[src/rtl/scl_timing_pkg.sv]
package scl_timing_pkg;
  localparam int CFG_W    = 4;
  localparam int NUM_BASE = 4;
  localparam int PRESC_W  = 16;

  typedef enum logic [1:0] {
    PH_IDLE  = 2'd0,
    PH_LOW   = 2'd1,
    PH_HWAIT = 2'd2,
    PH_HIGH  = 2'd3
  } phase_e;
endpackage

[src/rtl/pow2_prescaler.sv]
module pow2_prescaler #(
  parameter int CNT_W   = 16,
  parameter int SHIFT_W = 4
) (
  input  logic               clk,
  input  logic               rst,
  input  logic               clr,
  input  logic               in_tick,
  input  logic [SHIFT_W-1:0] shift,
  output logic               out_tick
);
  logic [CNT_W-1:0] cnt;
  logic [CNT_W-1:0] mask;

  always_comb begin
    for (int i = 0; i < CNT_W; i++) begin
      mask[i] = (i < int'(shift));
    end
  end

  assign out_tick = in_tick && (&(cnt | ~mask));

  always_ff @(posedge clk) begin
    if (rst || clr) begin
      cnt <= '0;
    end else if (in_tick) begin
      cnt <= cnt + 1'b1;
    end
  end
endmodule

[src/rtl/scl_tick_sel.sv]
module scl_tick_sel
  import scl_timing_pkg::*;
#(
  parameter int NB = NUM_BASE,
  parameter int SW = CFG_W
) (
  input  logic          clk,
  input  logic          rst,
  input  logic          enable,
  input  logic [NB-1:0] base_tick,
  input  logic [SW-1:0] sel,
  output logic          tick
);
  logic          slow_tick;
  logic [SW-1:0] shift;

  assign shift = sel - SW'(NB);

  pow2_prescaler #(.CNT_W(PRESC_W), .SHIFT_W(SW)) u_slow (
    .clk      (clk),
    .rst      (rst),
    .clr      (!enable),
    .in_tick  (base_tick[NB-1]),
    .shift    (shift),
    .out_tick (slow_tick)
  );

  always_comb begin
    tick = slow_tick;
    if (sel == '0) begin
      tick = 1'b1;
    end else begin
      for (int i = 1; i < NB; i++) begin
        if (sel == SW'(i)) tick = base_tick[i-1];
      end
    end
  end
endmodule

[src/rtl/scl_phase_fsm.sv]
module scl_phase_fsm
  import scl_timing_pkg::*;
#(
  parameter int W = CFG_W
) (
  input  logic         clk,
  input  logic         rst,
  input  logic         enable,
  input  logic         tick,
  input  logic         scl_in,
  input  logic [W-1:0] low_cnt,
  input  logic [W-1:0] high_cnt,
  input  logic [W-1:0] high_min,
  output logic         drive_low,
  output logic         fall_stb,
  output logic         rise_stb
);
  phase_e       state;
  logic [W-1:0] cnt;

  always_ff @(posedge clk) begin
    if (rst || !enable) begin
      state     <= PH_IDLE;
      cnt       <= '0;
      drive_low <= 1'b0;
      fall_stb  <= 1'b0;
      rise_stb  <= 1'b0;
    end else begin
      fall_stb <= 1'b0;
      rise_stb <= 1'b0;
      case (state)
        PH_IDLE: begin
          state     <= PH_LOW;
          cnt       <= '0;
          drive_low <= 1'b1;
          fall_stb  <= 1'b1;
        end
        PH_LOW: begin
          if (tick) begin
            if (cnt == low_cnt) begin
              state     <= PH_HWAIT;
              cnt       <= '0;
              drive_low <= 1'b0;
            end else begin
              cnt <= cnt + 1'b1;
            end
          end
        end
        PH_HWAIT: begin
          if (scl_in && tick) begin
            rise_stb <= 1'b1;
            if (high_cnt == '0) begin
              state     <= PH_LOW;
              cnt       <= '0;
              drive_low <= 1'b1;
              fall_stb  <= 1'b1;
            end else begin
              state <= PH_HIGH;
              cnt   <= W'(1);
            end
          end
        end
        default: begin
          if ((!scl_in && cnt >= high_min) || (tick && cnt == high_cnt)) begin
            state     <= PH_LOW;
            cnt       <= '0;
            drive_low <= 1'b1;
            fall_stb  <= 1'b1;
          end else if (tick) begin
            cnt <= cnt + 1'b1;
          end
        end
      endcase
    end
  end
endmodule

[src/rtl/scl_low_timeout.sv]
module scl_low_timeout
  import scl_timing_pkg::*;
#(
  parameter int W = CFG_W
) (
  input  logic         clk,
  input  logic         rst,
  input  logic         enable,
  input  logic         src_tick,
  input  logic [W-1:0] div,
  input  logic [W-1:0] limit,
  input  logic         scl_in,
  output logic         flag
);
  logic         tmo_tick;
  logic [W-1:0] cnt;

  pow2_prescaler #(.CNT_W(PRESC_W), .SHIFT_W(W)) u_tmo_presc (
    .clk      (clk),
    .rst      (rst),
    .clr      (!enable),
    .in_tick  (src_tick),
    .shift    (div),
    .out_tick (tmo_tick)
  );

  always_ff @(posedge clk) begin
    if (rst || !enable) begin
      cnt  <= '0;
      flag <= 1'b0;
    end else if (scl_in) begin
      cnt <= '0;
    end else if (tmo_tick && limit != '0) begin
      if (({1'b0, cnt} + 1'b1) == {1'b0, limit}) flag <= 1'b1;
      if (cnt != '1) cnt <= cnt + 1'b1;
    end
  end
endmodule

[src/rtl/scl_timing_gen.sv]
module scl_timing_gen
  import scl_timing_pkg::*;
(
  input  logic                clk,
  input  logic                rst,
  input  logic                enable,
  input  logic [NUM_BASE-1:0] base_tick,
  input  logic [CFG_W-1:0]    cfg_clk_sel,
  input  logic [CFG_W-1:0]    cfg_low_cnt,
  input  logic [CFG_W-1:0]    cfg_high_cnt,
  input  logic [CFG_W-1:0]    cfg_high_min,
  input  logic [CFG_W-1:0]    cfg_tmo_div,
  input  logic [CFG_W-1:0]    cfg_tmo_limit,
  input  logic                scl_in,
  output logic                scl_drive_low,
  output logic                phase_fall,
  output logic                phase_rise,
  output logic                tmo_flag
);
  logic tick;

  scl_tick_sel #(.NB(NUM_BASE), .SW(CFG_W)) u_tick (
    .clk       (clk),
    .rst       (rst),
    .enable    (enable),
    .base_tick (base_tick),
    .sel       (cfg_clk_sel),
    .tick      (tick)
  );

  scl_phase_fsm #(.W(CFG_W)) u_fsm (
    .clk       (clk),
    .rst       (rst),
    .enable    (enable),
    .tick      (tick),
    .scl_in    (scl_in),
    .low_cnt   (cfg_low_cnt),
    .high_cnt  (cfg_high_cnt),
    .high_min  (cfg_high_min),
    .drive_low (scl_drive_low),
    .fall_stb  (phase_fall),
    .rise_stb  (phase_rise)
  );

  scl_low_timeout #(.W(CFG_W)) u_tmo (
    .clk      (clk),
    .rst      (rst),
    .enable   (enable),
    .src_tick (base_tick[NUM_BASE-1]),
    .div      (cfg_tmo_div),
    .limit    (cfg_tmo_limit),
    .scl_in   (scl_in),
    .flag     (tmo_flag)
  );
endmodule

[config.mk]
export PLATFORM = sky130hd
export DESIGN_NAME = scl_timing_gen
export DESIGN_NICKNAME = d
export VERILOG_FILES = /design/src/rtl/scl_timing_pkg.sv /design/src/rtl/pow2_prescaler.sv /design/src/rtl/scl_tick_sel.sv /design/src/rtl/scl_phase_fsm.sv /design/src/rtl/scl_low_timeout.sv /design/src/rtl/scl_timing_gen.sv
export SDC_FILE = /design/constraint.sdc
export NUM_CORES = 1
export LEC_CHECK = 0
export ABC_CLOCK_PERIOD_IN_PS = 7230
export BUFFER_PORTS_ARGS = -buffer_cell sky130_fd_sc_hd__buf_4
export CAP_MARGIN = 20
export CORE_ASPECT_RATIO = 2
export CORE_MARGIN = 4
export CORE_UTILIZATION = 55
export CTS_CLUSTER_DIAMETER = 150
export CTS_CLUSTER_SIZE = 12
export DETAILED_ROUTE_END_ITERATION = 8
export HOLD_SLACK_MARGIN = 0.08
export MAX_ROUTING_LAYER = met4
export PLACE_DENSITY = 0.76
export REMOVE_ABC_BUFFERS = 1
export SETUP_SLACK_MARGIN = 0.5
export SYNTH_ARGS = -nofsm -noshare
export SYNTH_HDL_FRONTEND = slang
export SYNTH_HIERARCHICAL = 1
export SYNTH_SLANG_ARGS = --single-unit
[constraint.sdc]
create_clock -name clk -period 7.23 [get_ports clk]
set_input_delay 0.3615 -clock clk [delete_from_list [all_inputs] [get_ports clk]]
set_output_delay 0.3615 -clock clk [all_outputs]
set_load 0.1 [all_outputs]
## Yosys cells after proc, flatten, opt, wreduce, memory -nomap -nowiden

Cells that the tools add are included.

- Output and inout bits: 4
- Bits in registers: 46

- Equality and inequality tests: 13
- Magnitude comparators: 31
- Multiplexer cells: 28
- $add $sub $neg: 6
- Reductions and logical operators: 25
- Bitwise operators: 6

Operators with widths:

| operator | number |
|---|---|
| 4-bit < comparator, first input constant | 14 |
| 16-bit by 1-bit adder with 16-bit output, second input constant | 2 |
| 3-bit by 4-bit < comparator with 1-bit output, first input constant | 8 |
| 15-bit NOT with 16-bit output | 2 |
| 16-bit OR | 2 |
| 16-bit AND reduction | 2 |
| 4-bit two-way mux | 5 |
| 1-bit by 4-bit < comparator with 1-bit output, first input constant | 4 |
| 2-bit by 4-bit < comparator with 1-bit output, first input constant | 4 |
| 1-bit two-way mux | 14 |
| 4-bit one-hot mux with 3 select lines | 1 |
| 4-bit nonzero test | 3 |
| 2-bit two-way mux | 5 |
| 4-bit by 1-bit adder with 4-bit output, second input constant | 2 |
| 4-bit by 2-bit == test with 1-bit output, second input constant | 2 |
| 4-bit == test | 2 |
| 4-bit zero test | 2 |
| 2-bit by 1-bit != test with 1-bit output, second input constant | 4 |
| 1-bit logical AND | 6 |
| 1-bit one-hot mux with 3 select lines | 2 |
| 2-bit one-hot mux with 3 select lines | 1 |
| 3-bit AND reduction | 2 |
| 4-bit by 1-bit adder with 5-bit output, second input constant | 1 |
| 5-bit by 4-bit == test with 1-bit output | 1 |
| 14 further kinds | 18 |

## Longest topological paths before layout

- Depth in word-level cells: 14
- Mapped depth: 14
- Mapped depth without buffers: 13

## Cells and area by module

The synthesis kept the hierarchy.

Modules (own cells, without submodules):

| module | area each (µm²) | times used | sequential area each (µm²) | cells an instance |
|---|---|---|---|---|
| pow2_prescaler | 840.8 | 2 | 300.3 | 102 |
| scl_phase_fsm | 808.3 | 1 | 180.2 | 91 |
| scl_low_timeout | 346.6 | 1 | 100.1 | 39 |
| scl_tick_sel | 62.6 | 1 | 0.0 | 9 |

## Worst setup path before layout

OpenSTA, ideal clock, no wires.

- Path type: input to register
- From: input cfg_clk_sel[2]
- To: register u_fsm.cnt[3]
- Data required time: 7.143 ns
- Slack: 4.147 ns
- Setup time: 0.087 ns
- Cell stages on the path: 14
- Buffers on the path: 1
- Data arrival time: 2.996 ns
- Path through: inv_1 -> ha_1 -> inv_1 -> or3b_1 -> o311a_1 -> o41ai_1 -> o2111a_1 -> nor2_1 -> a311oi_1 -> a22o_1 -> a21o_1 -> buf_6 -> mux2i_1 -> nor4b_2

- Longest elaborated chain between the ends: 14

Ends and longest elaborated chain:

| item | line | source |
|---|---|---|
| start, declared | scl_timing_gen.sv:8 | `input logic [CFG_W-1:0] cfg_clk_sel,` |
| 4-bit by 3-bit subtractor with 4-bit output * | scl_tick_sel.sv:17 | `assign shift = sel - SW'(NB);` |
| named net u_tick.shift[3] | scl_tick_sel.sv:15 | `logic [SW-1:0] shift;` |
| 1-bit by 4-bit < comparator with 1-bit output, or another cell as far along | pow2_prescaler.sv:17 | `mask[i] = (i < int'(shift));` |
| 15-bit NOT with 16-bit output * | pow2_prescaler.sv:21 | `assign out_tick = in_tick && (&(cnt \| ~mask));` |
| 16-bit OR * | pow2_prescaler.sv:21 |  |
| 16-bit AND reduction * | pow2_prescaler.sv:21 |  |
| 1-bit logical AND * | pow2_prescaler.sv:21 |  |
| named net u_tick.slow_tick | scl_tick_sel.sv:14 | `logic slow_tick;` |
| 1-bit two-way mux * (3 in series) | scl_tick_sel.sv:34 | `if (sel == SW'(i)) tick = base_tick[i-1];` |
| 1-bit two-way mux * | scl_tick_sel.sv:30 | `if (sel == '0) begin` |
| named net tick | scl_timing_gen.sv:20 | `logic tick;` |
| 1-bit logical AND | scl_phase_fsm.sv:64 | `if ((!scl_in && cnt >= high_min) \|\| (tick && cnt == high_cnt)) begin` |
| 1-bit logical OR | scl_phase_fsm.sv:64 |  |
| 4-bit two-way mux or 4-bit nonzero test (tied branches) | -- |  |
| 4-bit one-hot mux with 3 select lines or 3-bit AND reduction (tied branches) | -- |  |
| end signal, assigned | scl_phase_fsm.sv:45 | `cnt <= cnt + 1'b1;` |
| end signal, assigned | scl_phase_fsm.sv:70 | `cnt <= cnt + 1'b1;` |
| end, declared | scl_phase_fsm.sv:19 | `logic [W-1:0] cnt;` |

Mark *: on every way through the listed nets, which the timed path passes. The rest lies on a longest branch.
A chain may end at the register's enable or synchronous reset.

## Worst setup path in the final report

Same ends and word-level chain as after synthesis.

==> impl_summary.md <==
Run status
The flow ran to the end, and the final reports show no timing, DRC or antenna violations.

Critical path
At the worst endpoint, the arrival time is 3.48 ns. On the critical path, the stage with the largest delay is an instance of sky130_fd_sc_hd__a311oi_1. The critical path is of the in2reg type. The cell repeated most along the worst path is sky130_fd_sc_hd__inv_1. The nature of the critical path startpoint is a primary input. For the worst setup path, the data required time is 7.44 ns. STA classifies the critical path endpoint as a register.

Of all nets on the critical path, the largest fanout is 10. The worst path buffer plus inverter count is 3. The signal on the critical path passes through buf_4 -> inv_1 -> ha_1 -> inv_1 -> nor4b_1 -> o211ai_1 -> o41ai_1 -> o2111a_1 -> nor2_1 -> a311oi_1 -> a22o_1 -> a21o_1 -> mux2i_1 -> nor4b_2. On the critical path the largest part of the delay comes from compound AO/OA/AOI/OAI gates. The largest incremental delay on the critical path is 0.56 ns.

Drt
Detailed routing inserted a total of 2543 vias. The total length of routed wires is 6.13 mm. The initial detailed-routing violation count is 72.

The number of nets with antenna violations after routing is 0. The vias per cell is 5.90. In the final routed layout, each cell accounts on average for 14.2 µm. The post-route DRC violation count is 0.

The first detailed-routing pass took 4 iterations.

Die
The die is 111 µm tall. The die covers 6570 µm². The core region is 5140 µm². The die is 59.3 µm wide. The number of top-level pins is 36. Row generation in the floorplan step produced 37 rows. The initial core utilization is 0.564.

GRT
The first-pass GRT wire length is 10.4 mm. The global-route total usage across every layer is 0.202. Entering global routing, the biggest net connects 17 pins. The number of antenna violations at the first check in global routing is 0. The total overflow left after global routing is 0. The via count of the first global-routing pass is 2482.

Clocking
The TritonCTS clock tree is yes. The total number of clock tree sinks is 44. Clock latency on the worst-skew pair, taken at its later pin, is 0.30 ns. The number of levels the H-tree was split into is 2.

The longest clock path from root to sink contains 2 buffers. The total setup buffers inserted after CTS is 0. The clock buffer count from CTS is 5.

After clock tree synthesis, the clock-pin slew on the worst setup and hold paths is 0.08 ns. The count of cells resized by post-cts repair is 0. The clock root buffer is sky130_fd_sc_hd__clkbuf_8. Hold repair after CTS inserted 0 buffers.

Power
The portion of total power attributed to combinational logic is 0.165. Dividing total power by cell area gives a power density of 150 nW/µm². The net load switching power is 0.128 mW.

Of the total power, registers draw 0.510. The total internal power is 0.360 mW. Of the total power, the share spent switching nets is 0.263.

The worst-case IR drop observed on VDD is 0.117 mV. Of the total power, the clock network draws 0.325. The leakage power is 1.22 nW.

Finish
The proportion of layout cells with a drive suffix above 1 is 0.155. Leaving out fill and tap cells, the most frequent cell in the layout is sky130_fd_sc_hd__dfxtp_1. The growth of design area from synthesis to finish is 12.3%. The top cell types in the final layout, fill and taps aside, are sky130_fd_sc_hd__dfxtp_1, sky130_fd_sc_hd__nor2_1, sky130_fd_sc_hd__buf_4.

The number of diodes added for antenna fixing is 0. The layout has 495 filler cells. The share of the core filled with cells in the final layout is 0.633.

The finished cells cover 3250 µm². At the end of the flow, the number of nets in the layout was 418.

Timing
The final setup TNS is 0 ns. Setup violations remaining at the end of the flow were counted as 0. Between clock sinks in the finished design, the worst skew comes to 0.00639 ns. The ratio of final minimum period to clock period is 0.451. The shortest period the worst path allows is 3.26 ns. At the pin with the least slew margin, the transition time is 0.698 ns.

The number of hold violations in the final report is 0. The final count of pins violating max slew is 0. The achievable clock frequency is 0.306 GHz. The worst pin sits at a relative slew slack of 0.531. Setup repair after global routing left no endpoint under its margin. The tightest hold path in the finished design has a slack of 0.273 ns.

Synth
The share of the Yosys chip area taken by registers is 0.304. In this run, synthesis inferred 0 flip-flops with an integrated enable. The count of yosys warnings during synthesis is 6. The largest total area in the synthesized netlist belongs to sky130_fd_sc_hd__dfxtp_1. The netlist area before placement is 2900 µm². Synthesis produced a netlist whose cell count is 343. The commonest register cell after synthesis is sky130_fd_sc_hd__dfxtp_1. The netlist uses 64 different library cells. The average cell area after synthesis is 8.45 µm². The async set or reset register ratio after synthesis is 0.

The share of synthesized area in the top cell type comes to 0.304. Ranked by total cell area, the synthesized netlist is headed by sky130_fd_sc_hd__dfxtp_1, sky130_fd_sc_hd__ha_1, sky130_fd_sc_hd__xor2_1, sky130_fd_sc_hd__nor2_1, sky130_fd_sc_hd__xnor2_1. In this run, synthesis produced a sequential element count of 44.

Place
The final weighted congestion in routability-driven placement is 0.943. In this run the cell area measured after placement is 3160 µm². Summed over all nets, the half-perimeter wirelength after detailed placement is 4.79 mm. The count of buffers added on input and output ports is 35.

Flow run
The max-capacitance violation count is 0.

Min path
The path class of the lowest-slack min-delay path is in2reg.
[power groups by stage]
| stage | logic (mW) | clock network (mW) | registers, mW |
|---|---|---|---|
| after detailed placement | 0.0807 | 0 | 0.255 |
| after global routing | 0.0895 | 0.170 | 0.249 |
| final | 0.0807 | 0.159 | 0.249 |
| after CTS | 0.0810 | 0.164 | 0.249 |
| after floorplan | 0.0442 | 0 | 0.261 |
| after global placement | 0.0789 | 0 | 0.254 |
[final cells by class]
type | instances | area, µm² | share of cell area
multi-input cells | 267 | 1880 | 0.577
inverters | 19 | 71.3 | 0.0219
repair buffers | 35 | 263 | 0.0807
flip-flops and latches | 44 | 881 | 0.271
well taps | 58 | 72.6 | 0.0223
clock buffers | 8 | 90.1 | 0.0277
[flip-flops by register name (all words and copies together) (netlist names)]
signal and cells:
u_tmo/u_tmo_presc/cnt 15, u_fsm/rise_stb 1, u_fsm/drive_low 1, u_tmo/cnt 4, u_tmo/flag 1, u_fsm/state 2
u_fsm/cnt 4, u_fsm/fall_stb 1, u_tick/u_slow/cnt 15
[synth_stat cells, types with 3 or more instances]
master	instances
sky130_fd_sc_hd__nand3_1	16
sky130_fd_sc_hd__o211ai_1	3
sky130_fd_sc_hd__xor2_1	19
sky130_fd_sc_hd__nor3_1	10
sky130_fd_sc_hd__nor2_1	37
sky130_fd_sc_hd__o311a_1	3
sky130_fd_sc_hd__a21oi_1	15
sky130_fd_sc_hd__mux2i_1	7
sky130_fd_sc_hd__clkbuf_1	6
sky130_fd_sc_hd__o21ai_0	14
sky130_fd_sc_hd__or3_4	3
sky130_fd_sc_hd__nand2b_1	4
sky130_fd_sc_hd__nand2_1	22
sky130_fd_sc_hd__or4_1	4
sky130_fd_sc_hd__and3_1	3
sky130_fd_sc_hd__nor4_1	6
sky130_fd_sc_hd__nand4_1	7
sky130_fd_sc_hd__or3_1	3
sky130_fd_sc_hd__inv_1	19
sky130_fd_sc_hd__nor4b_1	4
sky130_fd_sc_hd__a31oi_1	3
sky130_fd_sc_hd__dfxtp_1	44
sky130_fd_sc_hd__xnor2_1	15
sky130_fd_sc_hd__buf_2	5
sky130_fd_sc_hd__ha_1	14
[cell families after synthesis]
| kind of cell | Yosys count | synth area share |
|---|---|---|
| simple gates | 145 | 0.288 |
| compound gates | 66 | 0.167 |
| flops | 44 | 0.304 |
| xor+xnor | 35 | 0.108 |
| buf+inv | 32 | 0.0488 |
| fa+ha+maj | 14 | 0.0604 |
| mux | 7 | 0.0242 |
[worst paths after layout]
| path | startpoint | end | slack (ns) | cells after the start |
|---|---|---|---|---|
| max | cfg_clk_sel[2] | u_fsm/cnt[3] | 3.97 | 14 |
| min | rst | u_fsm/rise_stb | 0.27 | 2 |
| max reg2reg | u_tick/u_slow/cnt[5] | u_fsm/cnt[3] | 4.29 | 10 |
| min reg2reg | u_tmo/u_tmo_presc/cnt[14] | u_tmo/u_tmo_presc/cnt[14] | 0.48 | 2 |
[through the flow]
stage / total power, mW / setup slack, ns / std cells
after floorplan: 0.305 / 4.13 / 330
after global placement: 0.333 / 3.77 / 423
after detailed placement: 0.335 / 3.66 / 423
after CTS: 0.493 / 3.98 / 431
after global routing: 0.509 / 3.76 / 431
final: 0.488 / 3.97 / 431
[per-layer routing]
layer | vias to the layer above | part of all wire | track usage
met5 | - | 0 | -
met4 | 0 | 0.037 | 0.107
met3 | 17 | 0.036 | 0.0198
met2 | 53 | 0.53 | 0.349
met1 | 1175 | 0.39 | 0.216
li1 | 1298 | - | -
Power figures use the tool's default switching activity.
